[src/rtl/lcdrx_pkg.sv]
// Package: shared types and command codes for the nibble receiver.
// Assumes the function-set tag sits in the top three bits of the byte.
package lcdrx_pkg;
    typedef enum logic {
        PH_HIGH = 1'b0,
        PH_LOW  = 1'b1
    } nib_phase_e;

    localparam logic [2:0] FSET_TAG = 3'b001;
endpackage

[src/rtl/lcdrx_assembler.sv]
// Module: lcdrx_assembler
// Tracks the nibble phase and forms a completed byte combinationally on the
// strobe that finishes it. Assumes nib_stb is a single-cycle pulse.
module lcdrx_assembler
    import lcdrx_pkg::*;
#(
    parameter int NIB_W  = 4,
    localparam int BYTE_W = 2 * NIB_W
) (
    input  logic              clk,
    input  logic              rst_n,
    input  logic              nib_stb,
    input  logic              rs_in,
    input  logic [NIB_W-1:0]  bus_nib,
    input  logic              wide,
    output logic              cmp_vld,
    output logic [BYTE_W-1:0] cmp_byte,
    output logic              cmp_rs,
    output logic              phase_half
);
    nib_phase_e       phase_q;
    logic [NIB_W-1:0] hi_q;
    logic             rs_q;

    // Purpose: form the byte completed by this strobe, if any.
    always_comb begin
        cmp_vld  = 1'b0;
        cmp_byte = '0;
        cmp_rs   = 1'b0;
        if (nib_stb) begin
            if (wide) begin
                cmp_vld  = 1'b1;
                cmp_byte = {bus_nib, {NIB_W{1'b0}}};
                cmp_rs   = rs_in;
            end else if (phase_q == PH_LOW) begin
                cmp_vld  = 1'b1;
                cmp_byte = {hi_q, bus_nib};
                cmp_rs   = rs_q;
            end
        end
    end

    // Purpose: advance the nibble phase and hold the pending high half.
    always_ff @(posedge clk) begin
        if (!rst_n) begin
            phase_q <= PH_HIGH;
            hi_q    <= '0;
            rs_q    <= 1'b0;
        end else if (nib_stb) begin
            if (wide) begin
                phase_q <= PH_HIGH;
            end else if (phase_q == PH_HIGH) begin
                phase_q <= PH_LOW;
                hi_q    <= bus_nib;
                rs_q    <= rs_in;
            end else begin
                phase_q <= PH_HIGH;
            end
        end
    end

    assign phase_half = (phase_q == PH_LOW);
endmodule

[src/rtl/lcdrx_mode_ctl.sv]
// Module: lcdrx_mode_ctl
// Decodes function-set commands from completed bytes and holds the width.
// Assumes the high nibble of a completed byte is presented with cmp_vld.
module lcdrx_mode_ctl
    import lcdrx_pkg::*;
#(
    parameter int NIB_W = 4
) (
    input  logic             clk,
    input  logic             rst_n,
    input  logic             cmp_vld,
    input  logic             cmp_rs,
    input  logic [NIB_W-1:0] cmp_hi,
    output logic             wide,
    output logic             chg_pulse
);
    logic is_fset;
    logic req_wide;

    // Purpose: recognise a function-set command and its width request.
    always_comb begin
        is_fset  = cmp_vld && !cmp_rs && (cmp_hi[NIB_W-1 -: 3] == FSET_TAG);
        req_wide = cmp_hi[NIB_W-4];
    end

    // Purpose: update the width and flag an actual change.
    always_ff @(posedge clk) begin
        if (!rst_n) begin
            wide      <= 1'b1;
            chg_pulse <= 1'b0;
        end else begin
            chg_pulse <= is_fset && (req_wide != wide);
            if (is_fset) begin
                wide <= req_wide;
            end
        end
    end
endmodule

[src/rtl/lcdrx_out_stage.sv]
// Module: lcdrx_out_stage
// Registers the completed byte and its tag and gives a one-cycle valid.
// Assumes at most one completion per cycle.
module lcdrx_out_stage #(
    parameter int BYTE_W = 8
) (
    input  logic              clk,
    input  logic              rst_n,
    input  logic              cmp_vld,
    input  logic [BYTE_W-1:0] cmp_byte,
    input  logic              cmp_rs,
    output logic              byte_vld,
    output logic [BYTE_W-1:0] byte_data,
    output logic              byte_rs
);
    // Purpose: register the result and hold the data between bytes.
    always_ff @(posedge clk) begin
        if (!rst_n) begin
            byte_vld  <= 1'b0;
            byte_data <= '0;
            byte_rs   <= 1'b0;
        end else begin
            byte_vld <= cmp_vld;
            if (cmp_vld) begin
                byte_data <= cmp_byte;
                byte_rs   <= cmp_rs;
            end
        end
    end
endmodule

[src/rtl/lcdrx_nibble_rx.sv]
// Module: lcdrx_nibble_rx (top)
// Display-side receiver: assembles strobed nibbles into bytes according to
// the current width and applies function-set width changes.
// Assumes nib_stb is a single-cycle synchronous pulse.
module lcdrx_nibble_rx #(
    parameter int NIB_W  = 4,
    localparam int BYTE_W = 2 * NIB_W
) (
    input  logic              clk,
    input  logic              rst_n,
    input  logic              nib_stb,
    input  logic              rs_in,
    input  logic [NIB_W-1:0]  bus_nib,
    output logic              byte_vld,
    output logic [BYTE_W-1:0] byte_data,
    output logic              byte_rs,
    output logic              mode_wide,
    output logic              mode_chg,
    output logic              phase_half
);
    logic              cmp_vld;
    logic [BYTE_W-1:0] cmp_byte;
    logic              cmp_rs;

    lcdrx_assembler #(.NIB_W(NIB_W)) u_asm (
        .clk        (clk),
        .rst_n      (rst_n),
        .nib_stb    (nib_stb),
        .rs_in      (rs_in),
        .bus_nib    (bus_nib),
        .wide       (mode_wide),
        .cmp_vld    (cmp_vld),
        .cmp_byte   (cmp_byte),
        .cmp_rs     (cmp_rs),
        .phase_half (phase_half)
    );

    lcdrx_mode_ctl #(.NIB_W(NIB_W)) u_mode (
        .clk       (clk),
        .rst_n     (rst_n),
        .cmp_vld   (cmp_vld),
        .cmp_rs    (cmp_rs),
        .cmp_hi    (cmp_byte[BYTE_W-1 -: NIB_W]),
        .wide      (mode_wide),
        .chg_pulse (mode_chg)
    );

    lcdrx_out_stage #(.BYTE_W(BYTE_W)) u_out (
        .clk       (clk),
        .rst_n     (rst_n),
        .cmp_vld   (cmp_vld),
        .cmp_byte  (cmp_byte),
        .cmp_rs    (cmp_rs),
        .byte_vld  (byte_vld),
        .byte_data (byte_data),
        .byte_rs   (byte_rs)
    );
endmodule

[config.mk]
export PLATFORM = sky130hd
export DESIGN_NAME = lcdrx_nibble_rx
export DESIGN_NICKNAME = d
export VERILOG_FILES = /design/src/rtl/lcdrx_pkg.sv /design/src/rtl/lcdrx_assembler.sv /design/src/rtl/lcdrx_mode_ctl.sv /design/src/rtl/lcdrx_out_stage.sv /design/src/rtl/lcdrx_nibble_rx.sv
export SDC_FILE = /design/constraint.sdc
export NUM_CORES = 1
export LEC_CHECK = 0
export CAP_MARGIN = 20
export CORE_MARGIN = 5
export CORE_UTILIZATION = 53
export CTS_CLUSTER_DIAMETER = 100
export DETAILED_ROUTE_END_ITERATION = 6
export DONT_BUFFER_PORTS = 1
export GPL_ROUTABILITY_DRIVEN = 0
export PLACE_DENSITY_LB_ADDON = 0.25
export SYNTH_ARGS = -nofsm -noshare
export SYNTH_HDL_FRONTEND = slang
export SYNTH_SLANG_ARGS = --single-unit
[constraint.sdc]
create_clock -name clk -period 1.4 [get_ports clk]
set_clock_uncertainty 0.05 [all_clocks]
set_input_delay 0.14 -clock clk [delete_from_list [all_inputs] [get_ports clk]]
set_output_delay 0.14 -clock clk [all_outputs]
set_load 0.005 [all_outputs]
# Word level (Yosys, flattened, before mapping)
# Index checks and enable logic that the tools add are counted.
# op_classes
reduce_logical,5
shift,0
add_sub_neg,0
magnitude_cmp,0
div,0
bitwise_logic,2
n_mul,0
eq_ne,2
n_mux,11
# ops
operator,count
$mux 8,3
$mux 1,8
$eq 3x1->1 const B,1
$logic_and 1x1->1,3
$reduce_and 3->1,1
$not 1->1,2
$logic_not 1->1,1
$ne 1x1->1,1
# totals
romBits,0
out_inout_bits,13
ff_bits,18
input_bits,8
ramBits,0
memories,0
elab_cells,28
latchBits,0

# Longest topological paths before layout
# Gate-level depths: netlist of run 1.
# logic_depth
depth_word,7
ltp_mapped,6
mapped_depth_nobuf,4

# Hierarchy
# From an unflattened synthesis of run 1, not the netlist that was laid out.
# unflattened
cells_unflattened,86
hier_area_um2,865.8
# modules_own_cells
mod,cells_each,seq_area_each_um2,instances,area_each_um2
lcdrx_assembler,48,120.1,1,399.1
lcdrx_out_stage,30,200.2,1,365.4
lcdrx_mode_ctl,8,40.0,1,101.3

# Worst setup path before layout of run 1
# Ideal clock, no wire load.
# synth_timing
path_type,flip-flop to flip-flop
from,register u_asm.phase_q (netlist: u_asm.phase_half)
to,register u_mode.wide
setup_time_ns,0.127
setup_slack_ns,0.006
arrival_ns,1.217
required_ns,1.223
path_stages_with_launch,6
synth_period_minus_slack_ns,1.394
path_buffers,1
cell_sequence,dfxtp_1 > buf_4 > or3b_1 > a21oi_2 > a21oi_1 > nand3b_1
# synth_between
elab_chain_len,6
word_cells_on_any_way,13
cone_classes,1 x eq/ne; 9 x mux; 3 x reduce/logical
# synth_lines
element,line_no,rtl
"start, declared",lcdrx_assembler.sv:21,nib_phase_e phase_q;
"start signal, assigned",lcdrx_assembler.sv:46,phase_q <= PH_HIGH;
"start signal, assigned",lcdrx_assembler.sv:51,phase_q <= PH_HIGH;
"start signal, assigned",lcdrx_assembler.sv:53,phase_q <= PH_LOW;
"parallel branches: the longest is 6 deep, another holds $mux 8",n/a,
"end signal, assigned",lcdrx_mode_ctl.sv:34,wide <= req_wide;
"end, declared",lcdrx_mode_ctl.sv:14,"output logic wide,"
# Several ways; the timed one is not identified.
# A chain may end at the register's enable or synchronous reset.

# Worst setup path in the final report of run 1
# layout_timing
from,register u_mode.wide
to,register u_mode.wide
# layout_between
elab_chain_len,5
word_cells_on_any_way,10
cone_classes,1 x eq/ne; 6 x mux; 3 x reduce/logical
# layout_lines
element
"parallel branches: the longest is 5 deep, another holds $mux 8"
# Several ways; the timed one is not identified.

==> impl_metrics.json, run 1 <==
{
  "status": "completed",
  "dr.pass1.iters": 4,
  "nNetsFinal": 122,
  "dpl.hpwl_mm": 1.376,
  "place_ws_ns": 0.08325,
  "synth.avg_cell_area_um2": 8.295,
  "place_inst": 117,
  "worst_pin_slew_ns": 0.3134,
  "htree_levels": 1,
  "drc": 0,
  "synth.most_common_cell": "dfxtp_1",
  "yosysTopAreaCell": "dfxtp_1",
  "cts_made_buffers": 3,
  "cts_buffer_depth": 2,
  "area_growth_syn_to_layout_pct": 19.16,
  "crit_required_ns": 1.58,
  "cts_sinks": 18,
  "synth_nets": 108,
  "clk_latency_ns": 0.30,
  "grt_pass1_wl_mm": 3.360,
  "io_buffer_count": 0,
  "dr_wl_met3_um": 192,
  "grt_usage": 0.1680,
  "vias_per_cell": 6.023,
  "n_antenna_cell": 0,
  "synthCells": 100,
  "clkTransAtPathRegs_ns": 0.10,
  "clock.fmax_ghz": 0.7268,
  "drive_gt1_frac": 0.1504,
  "report.final.hold_viol_count": 0,
  "swShare": 0.2303,
  "antenna_found_initial": 0,
  "max_slew_margin": 0.7904,
  "hp-class": "input pin to flop",
  "p_int_mw": 0.7211,
  "p_seq_frac": 0.572,
  "core_um2": 1489,
  "arrival_ns": 1.56,
  "crit_fanout": 4,
  "max_cap_violations": 0,
  "placed_area_um2": 869.6,
  "slew_violations": 0,
  "vias": 777,
  "end_kind": "flop",
  "design_area_um2": 988.4,
  "synthFlopType": "dfxtp_1",
  "peakVddDrop_mv": 0.6382,
  "drt_iter0_drc": 26,
  "synth_edf_count": 0,
  "rows": 14,
  "finalCritPeriodShare": 0.9828,
  "num-fill-cells": 126,
  "p_leak_nw": 0.3785,
  "ff2ff_setup_slack_ns": 0.02,
  "drt.antenna.violating_nets": 0,
  "multi_input_area_um2": 425.4,
  "ys_seq_area_frac": 0.4344,
  "p_clk_frac": 0.350,
  "p_sw_mw": 0.2157,
  "die-area_um2": 2456,
  "crit_type": "flop to flop",
  "wl_per_cell_um": 15.71,
  "synth_async_sr_flop_share": 0,
  "total_power_mw": 0.9368,
  "ys_warn_count": 0,
  "grt_pass1_vias": 726,
  "yosysTopAreaCellShare": 0.4344,
  "die_h_um": 49.56,
  "start_util": 0.5571,
  "grt_max_degree": 16,
  "gr-total-overflow": 0,
  "die_x_um": 49.56,
  "seqCellArea_um2": 361.6,
  "timing.final.ws_setup_ns": 0.02401,
  "setup_viol": 0,
  "top_layer_used": "met4",
  "yosys_register_bits": 18,
  "yosysUniqueCellTypes": 31,
  "share_comb_of_total_power": 0.078,
  "drt_wl_total_mm": 2.027,
  "synth_area_leaders": "dfxtp_1 43%, a21oi_1 7.8%, nor2_1 6.8%",
  "boundaryPins": 21,
  "cts_tree": "yes",
  "finalNonFillerCells": 129,
  "power.density_nw_per_um2": 947.7,
  "syn-cell-area_um2": 829.5,
  "fin_crit_ns": 1.376,
  "ys_top_cells_by_count": "18 x dfxtp_1, 15 x nor2_1, 13 x a21oi_1",
  "wl_met2_um": 947,
  "crit_path_start_kind": "flop",
  "wl_met1_um": 859,
  "cts-root-buf": "clkbuf_4"
}
## through the flow
stage | hold slack [ns] | utilization | TNS, ns
6_report | 0.01427 | 0.6639 | 0
5_1_grt | 0.006636 | 0.6639 | -0.03042
4_1_cts | 0.01335 | 0.6555 | 0
3_5_place_dp | 0.1815 | 0.5840 | 0
3_3_place_gp | 0.1786 | 0.5840 | 0
2_1_floorplan | 0.2286 | - | 0
## final cells by class
| cell class | count | share of cell area |
|---|---|---|
| Tap cell | 16 | 0.02025 |
| Multi-Input combinational cell | 71 | 0.4304 |
| Clock buffer | 4 | 0.03671 |
| Timing Repair Buffer | 14 | 0.1241 |
| Inverter | 6 | 0.02278 |
| Sequential cell | 18 | 0.3658 |
## final timing paths
kind | start | endpoint | depth (start not counted)
max | u_mode.wide | u_mode.wide | 5
min | bus_nib[1] | u_out.byte_data[5] | 2
max reg2reg | u_mode.wide | u_mode.wide | 5
min reg2reg | u_asm.rs_q | u_asm.rs_q | 2
## worst max-delay path, cell delays in order (launching register included)
cell	delay (ns)
dfxtp_2	0.35
buf_4	0.14
and3b_1	0.19
a32o_1	0.30
a21oi_1	0.16
nand3b_1	0.13
## per-layer routing
layer	up-vias	GRT usage
met5	-	0
met4	0	0.06114
met3	5	0.05422
met2	37	0.2521
met1	355	0.2224
li1	380	-
## power groups by stage
stage / Sequential, mW / Combinational (mW) / Clock, mW
CTS: 0.536 / 0.0706 / 0.326
floorplan: 0.546 / 0.0466 / 0
global placement: 0.548 / 0.0498 / 0
global route: 0.539 / 0.0796 / 0.364
finish: 0.536 / 0.0729 / 0.328
detailed placement: 0.548 / 0.0505 / 0
## cells in the final DEF (no fill, tap or decap), types with 2 or more instances in the layout
master and n:
inv_1 5, o21ai_0 4, o22ai_1 2, dlygate4sd3_1 7, nor2_1 15, a21oi_1 13, nand3_1 2, nand2_1 5
buf_4 7, mux2i_1 3, nand2b_1 2, nor2b_1 2, clkbuf_4 3, o2bb2ai_1 2, o221ai_1 3, a31oi_1 2
dfxtp_1 17, and2_1 3
## what timing repair did
action / CTS / global route
endpoints found under the setup margin: 0 / 3
hold endpoints to repair: 14 / 0
resized for setup: 0 / 3
hold buffers: 7 / 0
setup buffers: 0 / 1
## cells by family (layout without fill, tap and decap cells)
kind of cell | count (synthesis) | after routing | synth area share
AND/OR/NAND/NOR | 39 | 39 | 0.2534
AO/OA/AOI/OAI | 29 | 29 | 0.2187
flip-flops | 18 | 18 | 0.4344
buffers and inverters | 11 | 24 | 0.05732
multiplexers | 3 | 3 | 0.03620
## registers in the layout (all words and copies together) (netlist names)
| register | count |
|---|---|
| u_out.byte_vld | 1 |
| u_out.byte_rs | 1 |
| u_asm.rs_q | 1 |
| u_mode.chg_pulse | 1 |
| u_out.byte_data | 8 |
| u_asm.phase_half | 1 |
| u_mode.wide | 1 |
| u_asm.hi_q | 4 |
Power figures use the tool's default switching activity.
==> inputs of run 2 (changes only) <==
SETUP_SLACK_MARGIN = 0.5   (was unset)
==> run 2 against run 1 <==
Net effect:
- the run now ends with hold timing left
- die area stayed put
- non-clock buffer count rose by 6
- clock power down 3%
- first-iteration DRC count down 35%
- register-to-register slack better by 0.03 ns
- final area increased by 18%
- cell count increased by 4.7%
- sequential power hardly changed
- maximum frequency rose by 2.2%
- critical path depth fell by 1
- global-route usage up 1.4 points
- largest power group unchanged
==> impl_metrics.json, run 2 (same netlist as run 1, synthesis figures left out) <==
{
  "hold_depth": 1,
  "crit_path_start_kind": "flop",
  "multi_input_area_um2": 505.5,
  "drc": 0,
  "drt_iter0_drc": 17,
  "design_area_um2": 1166,
  "hold_ws_ns": -0.1155,
  "seqCellArea_um2": 372.9,
  "worstRegToRegCells": 4,
  "p_seq_frac": 0.577,
  "vias_per_cell": 5.859,
  "die_x_um": 49.56,
  "finalNonFillerCells": 135,
  "drt.antenna.violating_nets": 0,
  "peakVddDrop_mv": 0.7927,
  "clk_latency_ns": 0.29,
  "end_kind": "flop",
  "place_inst": 118,
  "drt_wl_total_mm": 2.266,
  "cts_made_buffers": 3,
  "antenna_found_initial": 0,
  "max_cap_violations": 0,
  "crit_type": "flop to flop",
  "fin_crit_ns": 1.346,
  "vias": 791,
  "failed_checks": "hold timing",
  "grt_max_degree": 16,
  "cts_tree": "yes",
  "boundaryPins": 21,
  "swShare": 0.2237,
  "cts_buffer_depth": 2,
  "total_power_mw": 0.9276,
  "clock.fmax_ghz": 0.7431,
  "grt_pass1_vias": 762,
  "dr.pass1.iters": 6,
  "crit_required_ns": 1.53,
  "p_leak_nw": 0.4329,
  "p_sw_mw": 0.2075,
  "gr-total-overflow": 0,
  "final_common_cell": "dfxtp_1",
  "placed_area_um2": 890.9,
  "n_antenna_cell": 0,
  "wl_per_cell_um": 16.79,
  "num-fill-cells": 98,
  "arrival_ns": 1.48,
  "hp-class": "input pin to flop",
  "setup_viol": 0,
  "report.final.hold_viol_count": 9,
  "grt_usage": 0.1820,
  "grt_pass1_wl_mm": 3.546,
  "finalCritPeriodShare": 0.9613,
  "start_util": 0.5571,
  "io_buffer_count": 0,
  "htree_levels": 1,
  "p_int_mw": 0.7201,
  "p_clk_frac": 0.342,
  "area_growth_syn_to_layout_pct": 40.57,
  "core_um2": 1489,
  "dpl.hpwl_mm": 1.386,
  "cts_sinks": 18,
  "slew_violations": 0,
  "clkTransAtPathRegs_ns": 0.10,
  "status": "finished with violations",
  "die_h_um": 49.56,
  "reg.largest.list": "u_out.byte_data (8), u_asm.hi_q (4)",
  "share_comb_of_total_power": 0.081,
  "die-area_um2": 2456,
  "power.density_nw_per_um2": 795.4,
  "nNetsFinal": 128,
  "top_register": "u_out.byte_data",
  "cts-root-buf": "clkbuf_4",
  "crit_fanout": 6,
  "drive_gt1_frac": 0.3613,
  "rows": 14,
  "cts_hold_buf": 5,
  "max_slew_margin": 0.8198,
  "worst_pin_slew_ns": 0.2696,
  "final_cell_mix": "12 x dfxtp_1, 11 x nor2_1, 7 x a21oi_2, 7 x a21oi_1, 7 x buf_6",
  "largest_register_ffs": 8,
  "grt_setup_unrepaired": "true"
}
## run 2: cell types whose count changed in the layout (fill, tap and decap cells not counted), sizes merged
cell         change
dlygate4sd3      -2
buf              +8
## run 2: worst paths after layout
path | from | to | slack, ns
setup reg to reg | u_mode.wide | u_mode.wide | 0.05
hold / removal | rst_n | u_mode.wide | -0.12
hold reg to reg | u_asm.rs_q | u_asm.rs_q | 0.47
setup / recovery | u_mode.wide | u_mode.wide | 0.05
## run 2: timing repair
item,in CTS,in global routing
endpoints found under the setup margin,19,26
resized for setup,19,20
endpoints found under the hold margin,14,9
pin swaps,15,12
setup buffers,4,4
## run 2: metal layers
layer,wire [µm],share of wire,global-route usage
met1,923,0.41,0.2033
met2,1118,0.49,0.3051
met3,177,0.078,0.07530
met4,46,0.020,0.06550
met5,0,0,0
## run 2: final cells by class
class	instances	area share
multi-input cells	71	0.4335
flip-flops and latches	18	0.3197
repair buffers	20	0.1792
clock buffers	4	0.03112
inverters	6	0.01931
well taps	16	0.01717
## run 2: through the flow
| stage | worst slack, ns | TNS [ns] | util |
|---|---|---|---|
| 2_1_floorplan | 0.05529 | 0 | - |
| 3_3_place_gp | 0.07725 | 0 | 0.5983 |
| 3_5_place_dp | 0.04423 | 0 | 0.5983 |
| 4_1_cts | 0.05504 | 0 | 0.7151 |
| 5_1_grt | -0.01020 | -0.01020 | 0.7832 |
| 6_report | 0.05421 | 0 | 0.7832 |
## run 2: critical path: stages (launching register included)
cell and delay [ns]:
dfxtp_4 0.38, or3b_1 0.38, a21oi_2 0.20, a21oi_1 0.08, nand3b_1 0.15
## run 2: power by group through the flow
stage	Clock (mW)	Combinational (mW)	Sequential [mW]
after floorplan	0	0.0468	0.546
after global placement	0	0.0491	0.548
after detailed placement	0	0.0505	0.549
after CTS	0.322	0.0656	0.533
after global routing	0.352	0.0824	0.537
final	0.317	0.0752	0.535
==> inputs of run 3 (changes only) <==
GPL_TIMING_DRIVEN = 0   (was unset)
SETUP_SLACK_MARGIN = 0.4   (was 0.5)
==> run 3 against run 2 <==
Net effect:
- the flow finishes with violations (setup timing)
- non-clock buffer count rose by 3
- die area did not move
- maximum frequency fell by 4.3%
- cell count rose by 1.5%
- critical path type unchanged
==> impl_metrics.json, run 3 (same netlist as run 1, synthesis figures left out) <==
{
  "total_power_mw": 0.8902,
  "rows": 14,
  "failed_checks": "setup timing",
  "status": "finished with violations",
  "slowest_stage": "dfxtp_4",
  "clock.fmax_ghz": 0.7111,
  "end_kind": "flop",
  "vias_per_cell": 6.124,
  "clk_latency_ns": 0.30,
  "cts_sinks": 18,
  "vias": 839,
  "max_slew_margin": 0.5643,
  "grt_setup_unrepaired": "true",
  "worst_pin_slew_ns": 0.6535,
  "grt_pass1_vias": 836,
  "crit_required_ns": 1.53,
  "area_growth_syn_to_layout_pct": 50.23,
  "cts_buffer_depth": 2,
  "seqCellArea_um2": 365.4,
  "wl_per_cell_um": 18.74,
  "cts_tree": "yes",
  "crit_chain": "nor4b_1 > a32o_1 > a21oi_2 > nand3b_1",
  "hp-class": "input pin to flop",
  "antenna_found_initial": 0,
  "die-area_um2": 2456,
  "num-fill-cells": 71,
  "dpl.hpwl_mm": 1.312,
  "power.density_nw_per_um2": 714.4,
  "slew_violations": 0,
  "grt_usage": 0.2158,
  "multi_input_area_um2": 559.3,
  "n_antenna_cell": 0,
  "die_x_um": 49.56,
  "drc": 0,
  "max_cap_violations": 0,
  "drt_wl_total_mm": 2.568,
  "place_ws_ns": -0.04902,
  "setup_viol": 1,
  "p_leak_nw": 0.4620,
  "report.final.hold_viol_count": 0,
  "peakVddDrop_mv": 0.6055,
  "grt_max_degree": 11,
  "start_util": 0.5571,
  "cts_made_buffers": 3,
  "nNetsFinal": 131,
  "top_register": "u_out.byte_data",
  "drive_gt1_frac": 0.3719,
  "fin_tns_setup_ns": -0.006327,
  "cts-root-buf": "clkbuf_4",
  "arrival_ns": 1.54,
  "core_um2": 1489,
  "finalCritPeriodShare": 1.005,
  "final_cell_mix": "16 x dfxtp_1, 11 x nor2_1, 8 x a21oi_2",
  "final_common_cell": "dfxtp_1",
  "largest_register_ffs": 8,
  "io_buffer_count": 0,
  "crit_type": "flop to flop",
  "clkTransAtPathRegs_ns": 0.10,
  "crit_fanout": 7,
  "reg.largest.list": "u_out.byte_data (8), u_asm.hi_q (4)",
  "boundaryPins": 21,
  "gr-total-overflow": 0,
  "drt_iter0_drc": 29,
  "hold_ws_ns": 0.02401,
  "crit_path_start_kind": "flop",
  "die_h_um": 49.56,
  "htree_levels": 1,
  "timing.final.ws_setup_ns": -0.006327,
  "dr.pass1.iters": 4,
  "fin_crit_ns": 1.406,
  "cp_slowest_stage_delay_ns": 0.40,
  "grt_pass1_wl_mm": 4.071,
  "drt.antenna.violating_nets": 0
}
==> run 3: layer usage <==
layer / wire, µm / track usage / vias to the layer above
li1: - / - / 398
met4: 73 / 0.1354 / 0
met2: 1257 / 0.3305 / 40
met5: 0 / 0 / -
met1: 1053 / 0.2694 / 392
met3: 183 / 0.04819 / 9
==> run 3: power breakdown <==
part	switching [mW]	leakage, nW	internal [mW]
Sequential	0.0135	0.147	0.523
Clock	0.157	0.0138	0.100
Combinational	0.0503	0.301	0.0460
==> run 3: metrics by stage <==
stage	instance area (µm²)	util	instances
finish	1246	0.8370	137
global route	1246	0.8370	137
CTS	1167	0.7840	135
detailed placement	854.6	0.5740	116
global placement	854.6	0.5740	116
floorplan	834.6	-	100
==> run 3: worst paths after layout <==
kind	depth (start not counted)	slack (ns)	endpoint	from
setup / recovery	4	-0.006	u_mode.wide	u_mode.wide
hold / removal	2	0.02	u_out.byte_data[4]	bus_nib[0]
setup reg to reg	4	-0.006	u_mode.wide	u_mode.wide
hold reg to reg	2	0.46	u_asm.rs_q	u_asm.rs_q
==> run 3: layout make-up <==
type,instances,share of cell area
multi-input combinational,71,0.4488
sequential,18,0.2932
timing repair buffer,18,0.1697
buffer,5,0.03614
clock buffer,3,0.01807
inverter,6,0.01807
tap,16,0.01606
==> run 3: critical path: cells and delay by family (launching register included) <==
family | cells | cell delay (ns)
AOI/OAI and AO/OA | 2 | 0.36
DFF | 1 | 0.40
and+or+nand+nor | 2 | 0.48
==> run 3: repair_timing <==
| item | 4_1_cts | 5_1_grt |
|---|---|---|
| buffers inserted | 10 | 2 |
| hold buffers | 5 | 0 |
| endpoints found under the setup margin | 18 | 18 |
| resized for setup | 33 | 12 |
| hold endpoints to repair | 5 | 0 |
| gates cloned | 1 | 0 |
| pin swaps | 24 | 13 |
